File: config.mk
export PLATFORM = sky130hd
export DESIGN_NAME = psg_tone_mixer
export DESIGN_NICKNAME = d
export VERILOG_FILES = /design/src/rtl/psg_mix_pkg.sv /design/src/rtl/psg_clk_prescale.sv /design/src/rtl/psg_tone_div.sv /design/src/rtl/psg_noise_gen.sv /design/src/rtl/psg_chan_mix.sv /design/src/rtl/psg_tone_mixer.sv
export SDC_FILE = /design/constraint.sdc
export NUM_CORES = 1
export LEC_CHECK = 0
export CELL_PAD_IN_SITES_DETAIL_PLACEMENT = 0
export CELL_PAD_IN_SITES_GLOBAL_PLACEMENT = 2
export CORE_MARGIN = 10
export CORE_UTILIZATION = 32
export DETAILED_ROUTE_END_ITERATION = 8
export GPL_TIMING_DRIVEN = 0
export PLACE_DENSITY_LB_ADDON = 0.1
export SLEW_MARGIN = 10
export SYNTH_ARGS = -nofsm -noshare
export SYNTH_HDL_FRONTEND = slang
export SYNTH_SLANG_ARGS = --single-unit
File: constraint.sdc
create_clock -name clk_i -period 3.5 [get_ports clk_i]
set_clock_uncertainty 0.2 [all_clocks]
set_input_delay 0.35 -clock clk_i [delete_from_list [all_inputs] [get_ports clk_i]]
set_output_delay 0.35 -clock clk_i [all_outputs]
set_load 0.02 [all_outputs]
File: src/rtl/psg_mix_pkg.sv
package psg_mix_pkg;

    localparam int unsigned PSG_TONE_W  = 12;
    localparam int unsigned PSG_NOISE_W = 5;
    localparam int unsigned PSG_LVL_W   = 4;
    localparam int unsigned PSG_LFSR_W  = 17;
    localparam int unsigned PSG_LFSR_TAP = 3;
    localparam int unsigned PSG_PRE_DIV = 8;
    localparam int unsigned PSG_VOICES  = 3;

    typedef enum logic {
        RATE_HALF = 1'b0,
        RATE_FULL = 1'b1
    } psg_rate_e;

endpackage

File: src/rtl/psg_clk_prescale.sv
module psg_clk_prescale #(
    parameter int unsigned DIV = psg_mix_pkg::PSG_PRE_DIV
) (
    input  logic clk_i,
    input  logic rst_ni,
    input  logic full_rate_i,
    output logic step_o
);
    localparam int unsigned CW = (DIV > 1) ? $clog2(DIV) : 1;
    localparam logic [CW-1:0] LAST = CW'(DIV - 1);

    typedef struct packed {
        logic          half;
        logic [CW-1:0] div;
    } pre_state_t;

    pre_state_t st_d, st_q;
    logic master;

    always_comb begin
        st_d      = st_q;
        master    = (full_rate_i == psg_mix_pkg::RATE_FULL) | st_q.half;
        st_d.half = ~st_q.half;
        step_o    = 1'b0;
        if (master) begin
            if (st_q.div == LAST) begin
                st_d.div = '0;
                step_o   = 1'b1;
            end else begin
                st_d.div = st_q.div + 1'b1;
            end
        end
    end

    always_ff @(posedge clk_i or negedge rst_ni) begin
        if (!rst_ni) begin
            st_q <= '0;
        end else begin
            st_q <= st_d;
        end
    end
endmodule

File: src/rtl/psg_tone_div.sv
module psg_tone_div #(
    parameter int unsigned W = psg_mix_pkg::PSG_TONE_W
) (
    input  logic         clk_i,
    input  logic         rst_ni,
    input  logic         step_i,
    input  logic [W-1:0] period_i,
    output logic         wave_o
);
    typedef struct packed {
        logic         wave;
        logic [W-1:0] cnt;
    } tone_state_t;

    tone_state_t st_d, st_q;
    logic [W:0] eff_per;
    logic [W:0] cnt_inc;

    always_comb begin
        st_d    = st_q;
        eff_per = (period_i == '0) ? (W+1)'(1) : {1'b0, period_i};
        cnt_inc = {1'b0, st_q.cnt} + 1'b1;
        if (step_i) begin
            if (cnt_inc >= eff_per) begin
                st_d.cnt  = '0;
                st_d.wave = ~st_q.wave;
            end else begin
                st_d.cnt = cnt_inc[W-1:0];
            end
        end
    end

    always_ff @(posedge clk_i or negedge rst_ni) begin
        if (!rst_ni) begin
            st_q <= '0;
        end else begin
            st_q <= st_d;
        end
    end

    assign wave_o = st_q.wave;
endmodule

File: src/rtl/psg_noise_gen.sv
module psg_noise_gen #(
    parameter int unsigned PW  = psg_mix_pkg::PSG_NOISE_W,
    parameter int unsigned LW  = psg_mix_pkg::PSG_LFSR_W,
    parameter int unsigned TAP = psg_mix_pkg::PSG_LFSR_TAP
) (
    input  logic          clk_i,
    input  logic          rst_ni,
    input  logic          step_i,
    input  logic [PW-1:0] period_i,
    output logic          bit_o
);
    localparam int unsigned CW = PW + 2;

    typedef struct packed {
        logic [CW-1:0] cnt;
        logic [LW-1:0] lfsr;
    } noise_state_t;

    noise_state_t st_d, st_q;
    logic [CW-1:0] limit;
    logic [CW-1:0] cnt_inc;

    always_comb begin
        st_d    = st_q;
        limit   = (period_i == '0) ? CW'(2) : {1'b0, period_i, 1'b0};
        cnt_inc = st_q.cnt + 1'b1;
        if (step_i) begin
            if (cnt_inc >= limit) begin
                st_d.cnt  = '0;
                st_d.lfsr = {st_q.lfsr[0] ^ st_q.lfsr[TAP], st_q.lfsr[LW-1:1]};
            end else begin
                st_d.cnt = cnt_inc;
            end
        end
    end

    always_ff @(posedge clk_i or negedge rst_ni) begin
        if (!rst_ni) begin
            st_q.cnt  <= '0;
            st_q.lfsr <= LW'(1);
        end else begin
            st_q <= st_d;
        end
    end

    assign bit_o = st_q.lfsr[0];
endmodule

File: src/rtl/psg_chan_mix.sv
module psg_chan_mix #(
    parameter int unsigned LVL_W = psg_mix_pkg::PSG_LVL_W,
    localparam int unsigned AMP_W = LVL_W + 1
) (
    input  logic             tone_i,
    input  logic             noise_i,
    input  logic             tone_dis_i,
    input  logic             noise_dis_i,
    input  logic [LVL_W:0]   level_i,
    input  logic [AMP_W-1:0] env_i,
    output logic [AMP_W-1:0] amp_o
);
    logic gate;
    logic [AMP_W-1:0] chosen;

    always_comb begin
        gate   = (tone_i | tone_dis_i) & (noise_i | noise_dis_i);
        chosen = level_i[LVL_W] ? env_i : {level_i[LVL_W-1:0], 1'b1};
        amp_o  = gate ? chosen : '0;
    end
endmodule

File: src/rtl/psg_tone_mixer.sv
module psg_tone_mixer #(
    parameter int unsigned TONE_W  = psg_mix_pkg::PSG_TONE_W,
    parameter int unsigned NOISE_W = psg_mix_pkg::PSG_NOISE_W,
    parameter int unsigned LVL_W   = psg_mix_pkg::PSG_LVL_W,
    parameter int unsigned LFSR_W  = psg_mix_pkg::PSG_LFSR_W,
    parameter int unsigned PRE_DIV = psg_mix_pkg::PSG_PRE_DIV
) (
    input  logic               clk_i,
    input  logic               rst_ni,
    input  logic               full_rate_i,
    input  logic [TONE_W-1:0]  tone_per_a_i,
    input  logic [TONE_W-1:0]  tone_per_b_i,
    input  logic [TONE_W-1:0]  tone_per_c_i,
    input  logic [NOISE_W-1:0] noise_per_i,
    input  logic [5:0]         mix_ctrl_i,
    input  logic [LVL_W:0]     lvl_a_i,
    input  logic [LVL_W:0]     lvl_b_i,
    input  logic [LVL_W:0]     lvl_c_i,
    input  logic [LVL_W:0]     env_lvl_i,
    output logic [LVL_W:0]     amp_a_o,
    output logic [LVL_W:0]     amp_b_o,
    output logic [LVL_W:0]     amp_c_o,
    output logic [2:0]         tone_o,
    output logic               noise_o
);
    localparam int unsigned NV    = psg_mix_pkg::PSG_VOICES;
    localparam int unsigned AMP_W = LVL_W + 1;

    logic                    step;
    logic                    noise_bit;
    logic [NV-1:0]           tone_bits;
    logic [TONE_W-1:0]       per_arr [NV];
    logic [LVL_W:0]          lvl_arr [NV];
    logic [AMP_W-1:0]        amp_arr [NV];

    assign per_arr[0] = tone_per_a_i;
    assign per_arr[1] = tone_per_b_i;
    assign per_arr[2] = tone_per_c_i;
    assign lvl_arr[0] = lvl_a_i;
    assign lvl_arr[1] = lvl_b_i;
    assign lvl_arr[2] = lvl_c_i;

    psg_clk_prescale #(.DIV(PRE_DIV)) u_pre (
        .clk_i       (clk_i),
        .rst_ni      (rst_ni),
        .full_rate_i (full_rate_i),
        .step_o      (step)
    );

    psg_noise_gen #(
        .PW  (NOISE_W),
        .LW  (LFSR_W),
        .TAP (psg_mix_pkg::PSG_LFSR_TAP)
    ) u_noise (
        .clk_i    (clk_i),
        .rst_ni   (rst_ni),
        .step_i   (step),
        .period_i (noise_per_i),
        .bit_o    (noise_bit)
    );

    for (genvar v = 0; v < NV; v++) begin : g_voice
        psg_tone_div #(.W(TONE_W)) u_tone (
            .clk_i    (clk_i),
            .rst_ni   (rst_ni),
            .step_i   (step),
            .period_i (per_arr[v]),
            .wave_o   (tone_bits[v])
        );

        psg_chan_mix #(.LVL_W(LVL_W)) u_mix (
            .tone_i      (tone_bits[v]),
            .noise_i     (noise_bit),
            .tone_dis_i  (mix_ctrl_i[v]),
            .noise_dis_i (mix_ctrl_i[v+NV]),
            .level_i     (lvl_arr[v]),
            .env_i       (env_lvl_i),
            .amp_o       (amp_arr[v])
        );
    end

    assign amp_a_o = amp_arr[0];
    assign amp_b_o = amp_arr[1];
    assign amp_c_o = amp_arr[2];
    assign tone_o  = tone_bits;
    assign noise_o = noise_bit;
endmodule

==> reports/results.ini <==
[die]
die_area_um2 = 20500
core_region_area_um2 = 14700
num_rows = 44
fp.dieW_um = 143
die_h_um = 143
start_util = 0.329
ios = 89

[critical_path]
max_stage_delay_ns = 0.44
crit_arrival_ns = 3.32
path_class = flip-flop to flip-flop
cp_cell_sequence = nand3_1 -> nor2_1 -> nand4_1 -> xnor2_1 -> ha_1 -> and3_1 -> nand3_1 -> a31o_2 -> o211ai_2 -> buf_6 -> nor2_1 -> a221o_1
cp_max_fo = 10
crit_family = simple AND/OR/NAND/NOR gates
cp.required_ns = 3.52
critPathSlowestCell = dfrtp_1
crit_path_end_kind = flip-flop
worst_setup_path_start_kind = flip-flop
path_buf_inv = 1

[synthesis]
syn_area_um2 = 4840
synth.most_common_cell = dfrtp_1
synth_cell_type_count = 55
synthTopCellsByArea = dfrtp_1, ha_1, xnor2_1, mux2_2, nand2_1
ys_ff_latch = 67
syn_avg_cell_area_um2 = 9.05
yosysWarnings = 0
yosys-top-cells-count = dfrtp_1, nand2_1, inv_1
synth_async_sr_flop_share = 1.00
syn-num-nets = 652
synth-edff-count = 0
synth_ff_type = dfrtp_1
synth_top_area_frac = 0.341
seq_area_frac_synth = 0.347
synth_cells = 535
synth_top_area_cell = dfrtp_1

[layout]
n_fill_cell = 1468
nets = 750
diodes = 0
syn_to_final_growth_pct = 29.3
drive_gt1_frac = 0.121

[global_routing]
globalRouteTotalUtil = 0.124
grt-ovfl-total = 0
antenna_found_initial = 0
grt_max_degree = 43
grt_pass1_wl_um = 20700
grt_pass1_vias = 4201

[routing]
vias = 4013
wl_per_cell_um = 15.3
dr.pass1.iters = 4
drtIter0Drc = 141
wirelength_um = 12600
drc = 0
route.antenna.remaining_nets = 0
via_per_inst = 4.88

[pwr]
p_per_area_nw_per_um2 = 464
irDropWorstVdd_uv = 208
power_mw = 2.91
p_leak_nw = 3.01

[clock_tree]
tritoncts = built
clk_pin_slew_ns = 0.06
clk_path_buf_depth = 2
cts_root_buffer = clkbuf_16
post_cts_buffers = 0
clock_latency_ns = 0.34
cts_sinks = 67
ctsHtreeMaxLevel = 3
cts_buffers = 9

[timing]
hold_ws_ns = 0.239
drv_slew = 0
fin_crit_sh = 0.942
rsz0062_at_grt = false
tns_ns = 0
finalHoldViolations = 0
fmax_ghz = 0.303
finalSetupViolations = 0
relSlewSlack = 0.554
worstMarginPinSlew_ns = 0.669
period_minus_slack_ns = 3.30

[place]
io_buffer_count = 85
gp_congestion = 0.801
hpwl_um = 9870

[run_status]
outcome = finished clean

[hold_path]
hp-class = flip-flop to flip-flop

[job]
maxCapViolCount = 0

[where the power goes]
group	leakage (nW)	internal, mW	switching (mW)
sequential	0.886	0.882	0.138
combinational	1.97	0.438	0.506
clock	0.153	0.564	0.380
total	3.01	1.88	1.02
[metrics by stage]
step	cells	cell area, um2	utilization	setup WS [ns]
3_5_place_dp	805	5940	0.404	0.164
2_1_floorplan	535	4840	-	0.562
3_3_place_gp	804	5920	0.403	-0.599
4_1_cts	822	6260	0.426	0.155
5_1_grt	822	6260	0.426	0.00610
6_report	822	6260	0.426	0.204
[cells in the final DEF, fill, tap and decap left out, types with 6 or more instances in the layout]
master	instances
nor4_1	6
dfrtp_1	65
nand2_1	63
xnor2_1	28
mux2_2	21
o21ai_0	30
clkdlybuf4s50_1	84
nor2b_1	7
nor2_1	34
clkbuf_16	9
xor2_1	11
nand3_1	24
nand4_1	6
a22o_1	9
clkbuf_1	13
a21oi_1	16
mux2i_1	12
inv_1	50
ha_1	46
a21o_1	7
nor3_1	7
and3_1	9
[worst paths after layout]
| check | end | startpoint | cells past startpoint | slack (ns) |
|---|---|---|---|---|
| min in group asynchronous | g_voice[1].u_tone.st_q[1] | rst_ni | 2 | 0.28 |
| max reg2reg | g_voice[2].u_tone.st_q[3] | g_voice[2].u_tone.st_q[2] | 12 | 0.20 |
| max in group asynchronous | u_noise.bit_o | rst_ni | 3 | 2.23 |
| min | u_pre.st_q[3] | u_pre.st_q[3] | 1 | 0.24 |
| max | g_voice[2].u_tone.st_q[3] | g_voice[2].u_tone.st_q[2] | 12 | 0.20 |
| min reg2reg | u_pre.st_q[3] | u_pre.st_q[3] | 1 | 0.24 |
[sequential cells by signal, summed over array words and instances (netlist names)]
signal	cells
g_voice.u_tone.st_q	36
g_voice.u_tone.wave_o	3
u_pre.st_q	4
u_noise.bit_o	1
u_noise.st_q	23
[worst register-to-register path, delay by kind of cell (launching register included)]
family	cells	cell delay, ns
buffers and inverters	1	0.21
adder cells (fa/ha/maj)	1	0.30
flip-flops	1	0.44
XOR/XNOR	1	0.20
AND/OR/NAND/NOR	6	1.19
AO/OA/AOI/OAI	3	0.62
[metal layers]
| metal | vias up | share of wire | GRT usage |
|---|---|---|---|
| met2 | 101 | 0.43 | 0.198 |
| met5 | - | 0 | 0 |
| met1 | 1842 | 0.50 | 0.165 |
| li1 | 2058 | - | - |
| met4 | 0 | 0.014 | 0.0440 |
| met3 | 12 | 0.056 | 0.0239 |
[area by class of cell]
class,instances,area [um2],share of cell area
multi-input combinational,395,2840,0.454
inverter,50,188,0.0300
clock buffer,9,225,0.0360
clock inverter,7,81.3,0.0130
sequential,67,1680,0.268
tap,184,230,0.0368
buffer,23,138,0.0220
timing repair buffer,87,878,0.140
[cells by family after synthesis]
group | share of synthesized area
muxes | 0.0736
buffers and inverters | 0.0669
adders and majority gates | 0.121
AOI/OAI and AO/OA | 0.141
DFF | 0.347
and+or+nand+nor | 0.180
xor gates and xnor gates | 0.0705
[repair_timing]
item,CTS,global route
hold buffers,1,0
hold endpoints to repair,25,0
resized for setup,0,5
endpoints found under the setup margin,0,13
No activity file was read; power rests on OpenSTA's default activity.
